**config.mk**
```make
export PLATFORM = sky130hd
export DESIGN_NAME = evt_regfront
export DESIGN_NICKNAME = d
export VERILOG_FILES = /design/src/rtl/evt_pkg.sv /design/src/rtl/evt_acc_decode.sv /design/src/rtl/evt_main_counter.sv /design/src/rtl/evt_irq_status.sv /design/src/rtl/evt_regfront.sv
export SDC_FILE = /design/constraint.sdc
export NUM_CORES = 1
export LEC_CHECK = 0
export BUFFER_PORTS_ARGS = -buffer_cell sky130_fd_sc_hd__buf_2
export CAP_MARGIN = 20
export CORE_AREA = 4 4 162 164
export DETAILED_ROUTE_END_ITERATION = 8
export DIE_AREA = 0 0 166 168
export HOLD_SLACK_MARGIN = 0.1
export PLACE_DENSITY = 0.65
export REMOVE_ABC_BUFFERS = 1
export SYNTH_ARGS = -nofsm -noshare
export SYNTH_HDL_FRONTEND = slang
export SYNTH_SLANG_ARGS = --single-unit
```
**constraint.sdc**
```tcl
create_clock -name clk -period 11.32 [get_ports clk]
set_input_delay 3.396 -clock clk [delete_from_list [all_inputs] [get_ports clk]]
set_output_delay 3.396 -clock clk [all_outputs]
set_load 0.02 [all_outputs]
```
**src/rtl/evt_pkg.sv**
```systemverilog
// Shared types and constants of the event timer register front end.
// Assumes byte offsets; the channel array starts at CH_BASE with CH_STRIDE
// bytes per channel.
package evt_pkg;

    typedef enum logic [2:0] {
        RG_NONE = 3'd0,
        RG_CAP  = 3'd1,
        RG_CFG  = 3'd2,
        RG_STS  = 3'd3,
        RG_CNT  = 3'd4,
        RG_CHAN = 3'd5
    } region_e;

    localparam int unsigned OFS_CAP   = 'h000;
    localparam int unsigned OFS_CFG   = 'h010;
    localparam int unsigned OFS_STS   = 'h020;
    localparam int unsigned OFS_CNT   = 'h0F0;
    localparam int unsigned CH_BASE   = 'h100;
    localparam int unsigned CH_STRIDE = 'h020;

    localparam int unsigned CFG_EN_BIT  = 0;
    localparam int unsigned CFG_LEG_BIT = 1;

endpackage

```
**src/rtl/evt_acc_decode.sv**
```systemverilog
// Access decoder: checks size and alignment, selects the register region,
// the channel and its sub-register, and aligns write data and mask to the
// addressed 32-bit half. Purely combinational.
// Assumes AW is wide enough to hold CH_BASE + NCH*CH_STRIDE and NCH <= 32.
module evt_acc_decode
    import evt_pkg::*;
#(
    parameter int AW  = 12,
    parameter int NCH = 8
) (
    input  logic [AW-1:0]  addr,
    input  logic [3:0]     acc_size,
    input  logic [63:0]    wdata,
    output logic           acc_ok,
    output logic           acc_hi,
    output logic           acc_wide,
    output region_e        rg,
    output logic [NCH-1:0] ch_hot,
    output logic [1:0]     ch_reg,
    output logic [63:0]    wmask,
    output logic [63:0]    wdata_al
);
    localparam int IW = AW - 5;
    localparam logic [AW-1:0] A_CAP = AW'(OFS_CAP);
    localparam logic [AW-1:0] A_CFG = AW'(OFS_CFG);
    localparam logic [AW-1:0] A_STS = AW'(OFS_STS);
    localparam logic [AW-1:0] A_CNT = AW'(OFS_CNT);
    localparam logic [AW-1:0] A_CHB = AW'(CH_BASE);

    logic          sz4, sz8, aligned, in_ch;
    logic [AW-1:0] base;
    logic [IW-1:0] ch_idx;

    // Size, alignment and half selection.
    always_comb begin
        sz4      = (acc_size == 4'd4);
        sz8      = (acc_size == 4'd8);
        aligned  = sz8 ? (addr[2:0] == 3'b000) : (addr[1:0] == 2'b00);
        acc_ok   = (sz4 || sz8) && aligned;
        acc_wide = sz8;
        acc_hi   = sz4 && addr[2];
    end

    // Region decode on the 8-byte register base.
    always_comb begin
        base   = {addr[AW-1:3], 3'b000};
        ch_idx = base[AW-1:5] - A_CHB[AW-1:5];
        in_ch  = (base >= A_CHB) && (ch_idx < IW'(NCH)) && (addr[4:3] != 2'b11);
        ch_reg = addr[4:3];
        if      (base == A_CAP) rg = RG_CAP;
        else if (base == A_CFG) rg = RG_CFG;
        else if (base == A_STS) rg = RG_STS;
        else if (base == A_CNT) rg = RG_CNT;
        else if (in_ch)         rg = RG_CHAN;
        else                    rg = RG_NONE;
    end

    // One-hot channel select, one comparator per channel.
    for (genvar g = 0; g < NCH; g++) begin : g_hot
        assign ch_hot[g] = (rg == RG_CHAN) && (ch_idx == IW'(g));
    end

    // Write mask and data aligned to the addressed half.
    always_comb begin
        if (sz8) begin
            wmask    = '1;
            wdata_al = wdata;
        end else if (acc_hi) begin
            wmask    = {32'hFFFF_FFFF, 32'h0};
            wdata_al = {wdata[31:0], 32'h0};
        end else begin
            wmask    = {32'h0, 32'hFFFF_FFFF};
            wdata_al = wdata;
        end
    end

endmodule

```
**src/rtl/evt_main_counter.sv**
```systemverilog
// Main counter: loads a merged value on a counter write, otherwise adds one
// when running and ticked. Load has priority over counting.
module evt_main_counter #(
    parameter int CW = 32
) (
    input  logic          clk,
    input  logic          rst_n,
    input  logic          run,
    input  logic          tick,
    input  logic          ld,
    input  logic [CW-1:0] ld_val,
    output logic [CW-1:0] cnt
);
    // Counter register with load priority.
    always_ff @(posedge clk) begin
        if (!rst_n)           cnt <= '0;
        else if (ld)          cnt <= ld_val;
        else if (run && tick) cnt <= cnt + CW'(1);
    end

endmodule

```
**src/rtl/evt_irq_status.sv**
```systemverilog
// Level-interrupt status word: one sticky bit per channel, set by the
// channel, cleared by a write of one. A set request beats a clear.
module evt_irq_status #(
    parameter int NCH = 8
) (
    input  logic           clk,
    input  logic           rst_n,
    input  logic [NCH-1:0] set_req,
    input  logic [NCH-1:0] clr_req,
    output logic [NCH-1:0] level,
    output logic [NCH-1:0] clr_hit
);
    for (genvar g = 0; g < NCH; g++) begin : g_bit
        // Clear is reported only for bits that are currently set.
        assign clr_hit[g] = level[g] && clr_req[g];

        // Sticky status bit.
        always_ff @(posedge clk) begin
            if (!rst_n)          level[g] <= 1'b0;
            else if (set_req[g]) level[g] <= 1'b1;
            else if (clr_hit[g]) level[g] <= 1'b0;
        end
    end

endmodule

```
**src/rtl/evt_regfront.sv**
```systemverilog
// Event timer register front end: decodes register accesses, holds the
// capability, configuration and status words and the main counter, and
// forwards channel register accesses to the external channel array.
// Assumes single-cycle strobes, never both in one cycle, and a channel array
// that returns ch_rdata combinationally for the addressed register.
module evt_regfront
    import evt_pkg::*;
#(
    parameter int          AW        = 12,
    parameter int          NCH       = 8,
    parameter logic [15:0] VENDOR    = 16'hA5C3,
    parameter logic [31:0] PERIOD_FS = 32'd100_000_000
) (
    input  logic           clk,
    input  logic           rst_n,
    input  logic           wr_stb,
    input  logic           rd_stb,
    input  logic [AW-1:0]  addr,
    input  logic [3:0]     acc_size,
    input  logic [63:0]    wdata,
    output logic [63:0]    rdata,
    input  logic           tick_en,
    output logic           cnt_en,
    output logic [31:0]    cnt_val,
    output logic           cnt_restart,
    output logic [NCH-1:0] ch_wr,
    output logic [NCH-1:0] ch_rd,
    output logic [1:0]     ch_reg,
    output logic [63:0]    ch_wdata,
    output logic [63:0]    ch_wmask,
    input  logic [63:0]    ch_rdata,
    input  logic [NCH-1:0] ch_irq_set,
    output logic [NCH-1:0] irq_level,
    output logic [NCH-1:0] irq_clr
);
    localparam logic [63:0] CAP_WORD =
        {PERIOD_FS, VENDOR, 3'b000, 5'(NCH - 1), 8'h01};
    localparam logic [63:0] LEG_MASK = 64'(1) << CFG_LEG_BIT;

    logic           dec_ok, dec_hi, dec_wide;
    region_e        dec_rg;
    logic [NCH-1:0] dec_ch, clr_req;
    logic [63:0]    wmask, wal, cfg_q, cfg_nx, rd_raw, rd_word;
    logic           wr_go, rd_go, cnt_ld, en_rise;
    logic [31:0]    cnt_q, cnt_ld_val;

    evt_acc_decode #(.AW(AW), .NCH(NCH)) u_dec (
        .addr     (addr),
        .acc_size (acc_size),
        .wdata    (wdata),
        .acc_ok   (dec_ok),
        .acc_hi   (dec_hi),
        .acc_wide (dec_wide),
        .rg       (dec_rg),
        .ch_hot   (dec_ch),
        .ch_reg   (ch_reg),
        .wmask    (wmask),
        .wdata_al (wal)
    );

    // Accepted strobes and derived write controls.
    always_comb begin
        wr_go      = wr_stb && dec_ok;
        rd_go      = rd_stb && dec_ok;
        cfg_nx     = ((cfg_q & ~wmask) | (wal & wmask)) & ~LEG_MASK;
        en_rise    = !cfg_q[CFG_EN_BIT] && cfg_nx[CFG_EN_BIT];
        cnt_ld     = wr_go && (dec_rg == RG_CNT);
        cnt_ld_val = (cnt_q & ~wmask[31:0]) | (wal[31:0] & wmask[31:0]);
        clr_req    = (wr_go && dec_rg == RG_STS) ? (wal[NCH-1:0] & wmask[NCH-1:0]) : '0;
    end

    // Configuration word; the legacy routing bit is never stored.
    always_ff @(posedge clk) begin
        if (!rst_n)                         cfg_q <= '0;
        else if (wr_go && dec_rg == RG_CFG) cfg_q <= cfg_nx;
    end

    // Restart pulse on an enable edge or a counter rewrite while running.
    always_ff @(posedge clk) begin
        if (!rst_n) cnt_restart <= 1'b0;
        else        cnt_restart <= wr_go && ((dec_rg == RG_CFG && en_rise) ||
                                             (dec_rg == RG_CNT && cfg_q[CFG_EN_BIT]));
    end

    evt_main_counter #(.CW(32)) u_cnt (
        .clk    (clk),
        .rst_n  (rst_n),
        .run    (cfg_q[CFG_EN_BIT]),
        .tick   (tick_en),
        .ld     (cnt_ld),
        .ld_val (cnt_ld_val),
        .cnt    (cnt_q)
    );

    evt_irq_status #(.NCH(NCH)) u_sts (
        .clk     (clk),
        .rst_n   (rst_n),
        .set_req (ch_irq_set),
        .clr_req (clr_req),
        .level   (irq_level),
        .clr_hit (irq_clr)
    );

    // Read source selection and half extraction.
    always_comb begin
        case (dec_rg)
            RG_CAP:  rd_raw = CAP_WORD;
            RG_CFG:  rd_raw = cfg_q;
            RG_STS:  rd_raw = 64'(irq_level);
            RG_CNT:  rd_raw = {32'h0, cnt_q};
            RG_CHAN: rd_raw = ch_rdata;
            default: rd_raw = '0;
        endcase
        if (!dec_ok)       rd_word = '0;
        else if (dec_hi)   rd_word = {32'h0, rd_raw[63:32]};
        else if (dec_wide) rd_word = rd_raw;
        else               rd_word = {32'h0, rd_raw[31:0]};
    end

    // Registered read data, updated only on a read strobe.
    always_ff @(posedge clk) begin
        if (!rst_n)      rdata <= '0;
        else if (rd_stb) rdata <= rd_word;
    end

    assign cnt_en   = cfg_q[CFG_EN_BIT];
    assign cnt_val  = cnt_q;
    assign ch_wr    = wr_go ? dec_ch : '0;
    assign ch_rd    = rd_go ? dec_ch : '0;
    assign ch_wdata = wal;
    assign ch_wmask = wmask;

endmodule

```
==> impl_metrics.yaml, run 1 <==
synth:
  synth-simple-area-share: 0.2524
  syn_area_per_cell_sq_um: 7.713
  synth_edf_count: 0
  synth.top_cell.area_share: 0.3551
  synth_cell_type_count: 76
  ys.flop_type: "dfxtp_1"
  synthTopCellsByArea: "dfxtp_1 (36%), nand2_1 (8.4%), a21oi_1 (5.4%), buf_4 (5.4%), and2_1 (5.0%)"
  syn_area_sq_mm: 0.009472
  yosys.area.top_type: "dfxtp_1"
  synth_mux_area_frac: 0.001189
  synth_top_family_by_area: "compound AO/OA/AOI/OAI gates"
  ys_async_sr_fraction: 0
  synth_xor_area_frac: 0.003699
  ys_seq_elements: 168
  synthAdderAreaFrac: 0.003963
  ys_seq_area_frac: 0.3551
  netlist_instances: 1228
  yosys_warnings: 0
  synth_compound_area_frac: 0.2812
worst_setup_path:
  timing.critical_path.slowest_stage_cell: "clkinv_2"
  cp_num_cells: 7
  endpoint: "ch_wdata[15]"
  cp_num_buf_inv: 4
  cp-end-kind: "output pin"
  crit_path_max_incr_delay_ns: 0.80
  r2r_setup_slack_ns: 9.00
  cp_max_fo: 58
  critPathLaunch: "acc_size[3]"
  cp_data_required_time_ns: 7.92
  r2r_cells: 6
  crit_path_frequent_cell: "buf_2"
  path_class: "in -> out"
  critPathArrivalTime_ns: 6.07
  startpoint_type: "input port"
  path_cells: "buf_2 -> nand3b_1 -> nor3_4 -> clkinv_2 -> buf_4 -> and2_1 -> buf_2"
  cpLargestDelayFamily: "buffers and inverters"
final_layout:
  fin_cells: 1870
  layout_commonest_cell: "buf_2"
  area_growth_pct: 25.05
  nets: 1686
  post_route_cells_drive_above_1_share: 0.3210
  layout_common_cells: "buf_2 (416), nand2_1 (211), dfxtp_1 (168), a21oi_1 (103), nor2_1 (92)"
power_and_ir_drop:
  p_int_w: 0.0009402
  p_comb_frac: 0.117
  p_per_area_mw_per_mm2: 112.9
  switching_power_w: 0.0003965
  total_power_w: 0.001337
  vdd_ir_drop_max_mv: 0.07748
  p_leak_nw: 5.092
  switching_share: 0.2966
  p_seq_frac: 0.447
  p_clk_frac: 0.436
floorplan:
  start_util: 0.3805
  top_level_ports: 417
  coreArea_sq_mm: 0.02489
  die_x_um: 166
  die_area_sq_mm: 0.02789
  rows: 58
  die_y_um: 168
timing:
  finClkSkew_ns: 0.01150
  period_share: 0.8361
  fmax_mhz: 105.7
  finalHoldViolations: 0
  rsz0062_at_grt: "false"
  slew_headroom: 0.3095
  tightest_slew_ns: 1.032
  setup_viol: 0
  slew_viol_final: 0
  fin_crit_ns: 9.464
routing:
  drt-total-wl_um: 39340
  ant_nets: 0
  vias: 10530
  firstDrtPassIters: 5
  wire_per_inst_um: 21.04
  first_iter_violations: 1065
  viasPerCell: 5.633
  drc_errors: 0
clocking:
  clkLatencyLatePin_ns: 0.44
  cts_tree: "built"
  cts.sinks: 168
  clockRootBuffer: "clkbuf_16"
  cts.path.max_buffers: 2
  h-tree-depth: 4
  path_clk_slew_ns: 0.07
  ctsResizeCount: 0
  post-cts-setup-buffers: 0
  numCtsBuffers: 17
  cts-hold-fix-buffers: 0
place:
  dpl.hpwl_um: 28100
  place.gp.congestion: 0.8789
  port_buffers: 416
  place_inst: 1836
global_route:
  grt_max_degree: 76
  overflow: 0
  grt_pass1_wl_um: 58710
  grt_pass1_vias: 9638
  antenna_found_initial: 3
  grt_use_total: 0.2655
run_status:
  status: "finished, final reports clean"
min_path:
  min_path_cells: 2
  hp-class: "reg -> reg"
flow_run:
  cap_violations: 0
## power by group through the flow
stage / registers, W / logic [W] / clock network, W
after global routing: 0.000597 / 0.000169 / 0.000612
final: 0.000597 / 0.000157 / 0.000583
after detailed placement: 0.000611 / 0.000156 / 0
after floorplan: 0.000613 / 0.0000684 / 0
after global placement: 0.000611 / 0.000155 / 0
after CTS: 0.000597 / 0.000157 / 0.000587
## cells in the mapped netlist (3+ instances only)
library cell  count
a21o_1            8
inv_1            22
o2bb2ai_1        12
buf_2            21
dfxtp_1         168
nor2b_1           4
a221o_1           8
a31oi_1           4
nand2b_1         10
a22o_1           27
nand4_1          12
o21ai_1          10
nor3_1           15
o22ai_1          17
a221oi_1          5
ha_1              3
o31ai_1          10
xor2_1            3
o211ai_1         15
nor4_1            6
buf_1             4
and4_1            9
nor2_1           94
or3_1             3
or4b_1            4
and3_1           16
a22oi_1          48
and2_1           76
nand3_1          13
o21ai_0          28
a21oi_1         103
clkbuf_1         59
a311oi_1         38
a211oi_1         22
buf_4            68
nand2_1         211
## cells by family after synthesis
group / count (synthesis)
xor+xnor: 4
simple gates: 492
buf+inv: 179
flops: 168
compound gates: 381
mux: 1
fa+ha+maj: 3
## metal layers
| metal | routed length, um | GRT usage | vias to the layer above |
|---|---|---|---|
| li1 | - | - | 4969 |
| met1 | 16700 | 0.3503 | 4976 |
| met2 | 18610 | 0.4414 | 519 |
| met3 | 3105 | 0.05588 | 66 |
| met4 | 910 | 0.07568 | 4 |
| met5 | 15 | 0 | - |
## worst register-to-register path, stage by stage, from the launching register on
cell	delay, ns
dfxtp_1	0.56
and4_1	0.43
and4_1	0.33
nand3_1	0.16
nor3_1	0.44
a211oi_1	0.15
a211oi_1	0.17
## per-stage QoR
| stage | TNS (ns) | setup WS [ns] | cell area (sq um) | hold slack, ns | util |
|---|---|---|---|---|---|
| 2_1_floorplan | -766.33 | -9.360 | 8592 | 0.4360 | - |
| 3_3_place_gp | 0 | 1.981 | 11260 | 0.4308 | 0.4523 |
| 3_5_place_dp | 0 | 1.824 | 11260 | 0.4345 | 0.4523 |
| 4_1_cts | 0 | 1.811 | 11840 | 0.4499 | 0.4755 |
| 5_1_grt | 0 | 1.620 | 11840 | 0.4737 | 0.4758 |
| 6_report | 0 | 1.856 | 11840 | 0.4508 | 0.4758 |
## worst min-delay path by stage
stage,from,end,slack [ns]
2_1_floorplan,flip-flop,flip-flop,0.44
3_5_place_dp,rdata[11],rdata[11],0.43
6_report,rdata[2],rdata[2],0.45
5_1_grt,flip-flop,flip-flop,0.47
4_1_cts,rdata[11],rdata[11],0.45
3_3_place_gp,rdata[12],rdata[12],0.43
## area by class of cell
type                            count  area (sq um)
Antenna cell                        1         2.502
Clock inverter                     15         152.6
Tap cell                          330         412.9
Sequential cell                   168          3363
Fill cell                        2536         13050
Inverter                           24         92.59
Clock buffer                       17         425.4
Timing Repair Buffer              434          2215
Multi-Input combinational cell    881          5180
No activity file was read; power rests on OpenSTA's default activity.
==> inputs of run 2 (changes only) <==
--- a/config.mk
+++ b/config.mk
@@ -7,11 +7,11 @@
 export LEC_CHECK = 0
 export BUFFER_PORTS_ARGS = -buffer_cell sky130_fd_sc_hd__buf_2
 export CAP_MARGIN = 20
-export CORE_AREA = 4 4 162 164
+export CORE_AREA = 4 4 161 163
 export DETAILED_ROUTE_END_ITERATION = 8
-export DIE_AREA = 0 0 166 168
+export DIE_AREA = 0 0 165 167
 export HOLD_SLACK_MARGIN = 0.1
-export PLACE_DENSITY = 0.65
+export PLACE_DENSITY = 0.68
 export REMOVE_ABC_BUFFERS = 1
 export SYNTH_ARGS = -nofsm -noshare
 export SYNTH_HDL_FRONTEND = slang
==> constraint.sdc (replaced) <==
create_clock -name clk -period 8.3 [get_ports clk]
set_input_delay 2.49 -clock clk [delete_from_list [all_inputs] [get_ports clk]]
set_output_delay 2.49 -clock clk [all_outputs]
set_load 0.02 [all_outputs]
==> impl_metrics.yaml, run 2 (same netlist as run 1, synthesis figures left out) <==
timing:
  period_share: 0.8594
  setup_viol: 0
  fmax_mhz: 140.2
  finalHoldViolations: 0
  rsz0062_at_grt: "false"
  setup_ws_ns: 1.167
  slew_viol_final: 0
  fin_crit_ns: 7.133
  tightest_slew_ns: 1.082
  fin_setup_tns_ns: 0
  slew_headroom: 0.2769
  finClkSkew_ns: 0.01198
final_layout:
  post_route_cells_drive_above_1_share: 0.3230
  nets: 1692
  layout_common_cells: "buf_2 (416), nand2_1 (211), dfxtp_1 (168), a21oi_1 (103), nor2_1 (92)"
  fillCellCount: 2459
  ff_latch_area_sq_mm: 0.003363
  area_growth_pct: 26.41
  multi_input_area_sq_mm: 0.005182
  layout_commonest_cell: "buf_2"
min_path:
  hp-class: "reg -> reg"
  worst_hold_path.endpoint: "rdata[31]"
  min_path_cells: 1
  min_from: "rdata[31]"
clocking:
  h-tree-depth: 4
  cts.sinks: 168
  ctsResizeCount: 0
  clkLatencyLatePin_ns: 0.44
  clockRootBuffer: "clkbuf_16"
  path_clk_slew_ns: 0.07
  numCtsBuffers: 17
  cts-hold-fix-buffers: 0
  cts_tree: "built"
  post-cts-setup-buffers: 0
  cts.path.max_buffers: 2
floorplan:
  die_area_sq_mm: 0.02756
  rows: 57
  top_level_ports: 417
  coreArea_sq_mm: 0.02432
  die_y_um: 167
  die_x_um: 165
  start_util: 0.3895
global_route:
  grt_max_degree: 60
  grt_pass1_vias: 9730
  grt_use_total: 0.2775
  overflow: 0
  grt_pass1_wl_um: 59150
  antenna_found_initial: 8
worst_setup_path:
  r2r_cells: 6
  path_class: "in -> out"
  cp_max_fo: 12
  cp_data_required_time_ns: 5.81
  startpoint_type: "input port"
  r2r_setup_slack_ns: 5.95
  critPathArrivalTime_ns: 4.64
  cp-end-kind: "output pin"
run_status:
  status: "finished, final reports clean"
power_and_ir_drop:
  p_leak_nw: 5.148
  p_per_area_mw_per_mm2: 155.0
  vdd_ir_drop_max_mv: 0.1242
routing:
  ant_nets: 0
  drc_errors: 0
  wire_per_inst_um: 21.42
  viasPerCell: 5.718
  firstDrtPassIters: 7
  first_iter_violations: 1010
  vias: 10730
  drt-total-wl_um: 40190
place:
  dpl.hpwl_um: 29390
  place_ws_ns: 1.185
  place.gp.congestion: 0.9116
  port_buffers: 416
flow_run:
  cap_violations: 0
run 2: changes by cell type in the layout (fill, tap and decap cells not counted), sizes merged:
cell      delta
clkbuf       -1
inv          -2
diode        +6
buf          +7
clkinvlp     -2
clkinv       +4
run 2: cell type report:
class                      count  share of cell area
multi-input combinational    881              0.4329
sequential                   168              0.2809
timing repair buffer         440              0.1917
clock buffer                  17             0.03553
tap                          324             0.03386
clock inverter                15             0.01599
inverter                      24            0.007733
antenna                        7            0.001463
run 2: per-layer routing:
metal | up-vias | share of wire | track usage
met1 | 5080 | 0.38 | 0.3459
li1 | 4986 | - | -
met3 | 90 | 0.092 | 0.06303
met5 | - | 0.00035 | 0
met2 | 567 | 0.49 | 0.4627
met4 | 4 | 0.038 | 0.1078
run 2: power by group:
part	leakage (nW)	internal, W	switching (W)
registers	1.36	0.000809	0.00000511
logic	3.49	0.0000720	0.000144
clock network	0.298	0.000412	0.000413
run 2: worst max-delay path by stage:
stage / start / endpoint / slack, ns
floorplan: acc_size[2] / flip-flop / -10.97
global placement: acc_size[1] / irq_clr[3] / 1.25
detailed placement: acc_size[1] / irq_clr[6] / 1.18
CTS: acc_size[1] / irq_clr[6] / 1.16
global route: acc_size[1] / irq_clr[7] / 0.98
finish: acc_size[1] / irq_clr[6] / 1.17
run 2: per-stage QoR:
stage / hold slack (ns) / cells / cell area [sq um] / utilization / total power [W]
floorplan: 0.4360 / 1073 / 8592 / - / 0.0009289
global placement: 0.4308 / 1835 / 11300 / 0.4648 / 0.001045
detailed placement: 0.4337 / 1835 / 11300 / 0.4648 / 0.001047
CTS: 0.4510 / 1867 / 11920 / 0.4901 / 0.001863
global route: 0.4681 / 1875 / 11970 / 0.4922 / 0.001912
finish: 0.4516 / 1876 / 11970 / 0.4923 / 0.001855
run 2: worst max-delay path, cell delays in order:
cell	delay, ns
buf_2	0.14
nor4_2	0.56
o211ai_2	0.43
nor4_2	0.41
buf_4	0.26
and3_1	0.17
buf_2	0.16
==> inputs of run 3 (changes only) <==
--- a/config.mk
+++ b/config.mk
@@ -5,14 +5,17 @@
 export SDC_FILE = /design/constraint.sdc
 export NUM_CORES = 1
 export LEC_CHECK = 0
+export ABC_AREA = 1
 export BUFFER_PORTS_ARGS = -buffer_cell sky130_fd_sc_hd__buf_2
 export CAP_MARGIN = 20
-export CORE_AREA = 4 4 161 163
+export CORE_MARGIN = 4
+export CORE_UTILIZATION = 46
 export DETAILED_ROUTE_END_ITERATION = 8
-export DIE_AREA = 0 0 165 167
 export HOLD_SLACK_MARGIN = 0.1
-export PLACE_DENSITY = 0.68
+export PLACE_DENSITY = 0.76
 export REMOVE_ABC_BUFFERS = 1
+export SETUP_SLACK_MARGIN = 0.2
 export SYNTH_ARGS = -nofsm -noshare
 export SYNTH_HDL_FRONTEND = slang
+export SYNTH_HIERARCHICAL = 1
 export SYNTH_SLANG_ARGS = --single-unit
==> impl_metrics.yaml, run 3 <==
clocking:
  cts.sinks: 168
  cts_tree: "built"
  post-cts-setup-buffers: 0
  clockRootBuffer: "clkbuf_16"
  h-tree-depth: 4
  cts-hold-fix-buffers: 0
  path_clk_slew_ns: 0.07
  numCtsBuffers: 17
  cts.path.max_buffers: 2
  ctsResizeCount: 0
  clkLatencyLatePin_ns: 0.43
power_and_ir_drop:
  p_clk_frac: 0.432
  switching_share: 0.2903
  p_leak_nw: 6.125
  vdd_ir_drop_max_mv: 0.1075
  p_int_w: 0.001305
  p_per_area_mw_per_mm2: 135.9
  p_seq_frac: 0.441
  total_power_w: 0.001839
  p_comb_frac: 0.127
  switching_power_w: 0.0005340
synth:
  ys_seq_area_frac: 0.3001
  synth_cell_type_count: 38
  netlist_instances: 1835
  synthTopCellsByArea: "dfxtp_1 (30%), nand2_1 (22%), a21oi_1 (6.8%), nand3_1 (6.5%), inv_1 (6.0%)"
  synth.top_cell.area_share: 0.3001
  synthTopCellsByCount: "nand2_1 (659), inv_1 (178), dfxtp_1 (168), a21oi_1 (153), nor2_1 (149)"
  syn_area_sq_mm: 0.01121
  ys_seq_elements: 168
  yosys.area.top_type: "dfxtp_1"
  synth_edf_count: 0
  syn_area_per_cell_sq_um: 6.108
  ys_async_sr_fraction: 0
  yosysMostFrequentCell: "nand2_1"
  ys.flop_type: "dfxtp_1"
  yosys_warnings: 6
global_route:
  grt_pass1_vias: 12170
  grt_pass1_wl_um: 63490
  overflow: 0
  grt_max_degree: 93
  grt_use_total: 0.2956
  antenna_found_initial: 0
routing:
  drc_errors: 0
  viasPerCell: 5.246
  wire_per_inst_um: 16.87
  first_iter_violations: 1117
  drt-total-wl_um: 41730
  ant_nets: 0
  vias: 12970
  firstDrtPassIters: 6
floorplan:
  start_util: 0.4719
  die_area_sq_mm: 0.02693
  rows: 56
  die_x_um: 164.1
  coreArea_sq_mm: 0.02375
  top_level_ports: 417
  die_y_um: 164.1
worst_setup_path:
  timing.critical_path.slowest_stage_cell: "inv_2"
  crit_path_max_incr_delay_ns: 0.36
  critPathArrivalTime_ns: 4.99
  startpoint_type: "input port"
  cp_data_required_time_ns: 5.81
  crit_path_frequent_cell: "nand2_1"
  path_class: "in -> out"
  cp_num_buf_inv: 6
  path_cells: "buf_2 -> inv_1 -> ha_1 -> inv_1 -> nand2_1 -> nand2_1 -> nor2_1 -> nand2_1 -> nand2_1 -> inv_2 -> nand2_1 -> nor2_1 -> nand3_1 -> nor2_1 -> nand2_1 -> inv_1 -> buf_2"
  cp-end-kind: "output pin"
  r2r-end: "u_cnt/cnt[4]"
  cpLargestDelayFamily: "simple AND/OR/NAND/NOR gates"
  cp_max_fo: 17
  r2r_setup_slack_ns: 5.93
  r2r_cells: 7
  reg2reg_from: "cfg_q[0]"
timing:
  fin_crit_ns: 7.479
  period_share: 0.9010
  finalHoldViolations: 0
  setup_viol: 0
  rsz0062_at_grt: "false"
  slew_headroom: 0.3295
  fmax_mhz: 133.7
  slew_viol_final: 0
  finClkSkew_ns: 0.01094
  tightest_slew_ns: 1.003
final_layout:
  nets: 2301
  layout_common_cells: "nand2_1 (658), buf_2 (416), inv_1 (176), dfxtp_1 (168), a21oi_1 (153)"
  final_core_util: 0.5698
  layout_commonest_cell: "nand2_1"
  fillCellCount: 2430
  num_antenna_cells: 0
  final_area_sq_mm: 0.01354
  post_route_cells_drive_above_1_share: 0.2591
  ff_latch_area_sq_mm: 0.003363
  multi_input_area_sq_mm: 0.006200
  area_growth_pct: 20.76
place:
  port_buffers: 416
  dpl.hpwl_um: 29850
  place.gp.congestion: 0.9276
  placed_area_sq_mm: 0.01291
flow_run:
  cap_violations: 0
min_path:
  min_path_cells: 2
  hp-class: "reg -> reg"
run_status:
  status: "finished, final reports clean"
run 3: changes by cell type in the layout (fill, tap and decap cells not counted), sizes merged, moves of 43 or more:
cell,before,now
a21oi,103,153
and2,77,1
inv,29,191
nand2,211,664
nand3,13,184
nor2,95,169
o21ai,39,82
run 3: final cells by class:
type	count	area share
sequential	168	0.2485
multi-input combinational	1332	0.4580
inverter	186	0.05195
clock inverter	13	0.009798
tap	319	0.02949
timing repair buffer	436	0.1703
clock buffer	19	0.03198
run 3: metrics by stage:
| stage | hold WS, ns | setup TNS [ns] | std cells | setup WS (ns) |
|---|---|---|---|---|
| finish | 0.4518 | 0 | 2473 | 0.8215 |
| CTS | 0.4509 | 0 | 2471 | 0.8288 |
| global route | 0.4748 | 0 | 2473 | 0.5076 |
| detailed placement | 0.4403 | 0 | 2439 | 0.8395 |
| floorplan | 0.4239 | -1039.74 | 1686 | -9.306 |
| global placement | 0.4358 | 0 | 2438 | 0.9528 |
run 3: worst max-delay path by stage:
stage                      from  depth (start not counted)           end
finish                  addr[8]                         17    irq_clr[7]
global placement        addr[8]                         17    irq_clr[6]
floorplan           acc_size[1]                          3  ch_wmask[32]
detailed placement      addr[8]                         17    irq_clr[7]
CTS                     addr[8]                         17    irq_clr[7]
global route            addr[8]                         17    irq_clr[6]
run 3: power by group through the flow:
stage               logic (W)  clock network [W]  registers, W
floorplan            0.000117                  0      0.000833
global placement     0.000227                  0      0.000830
detailed placement   0.000230                  0      0.000830
CTS                  0.000231           0.000804      0.000812
global route         0.000253           0.000838      0.000812
finish               0.000234           0.000794      0.000812
run 3: metal layers:
layer  wire (um)  up-vias  GRT usage
li1            -     6400          -
met1       17780     5916     0.3745
met2       19820      580     0.5017
met3        3063       78    0.05822
met4        1058        0     0.1029
met5           0        -          0
run 3: logic make-up after synthesis:
kind of cell / count (synthesis) / synth area share
compound gates: 268 / 0.1266
fa+ha+maj: 3 / 0.003349
buf+inv: 335 / 0.1499
flops: 168 / 0.3001
mux: 15 / 0.01507
simple gates: 1046 / 0.4050
run 3: worst register-to-register path, stage by stage (launching register included):
cell and delay [ns]:
dfxtp_1 0.48, nand2_2 0.33, nor2_1 0.63, buf_4 0.33
inv_1 0.09, o21ai_0 0.14, o21ai_0 0.13, a21oi_1 0.14
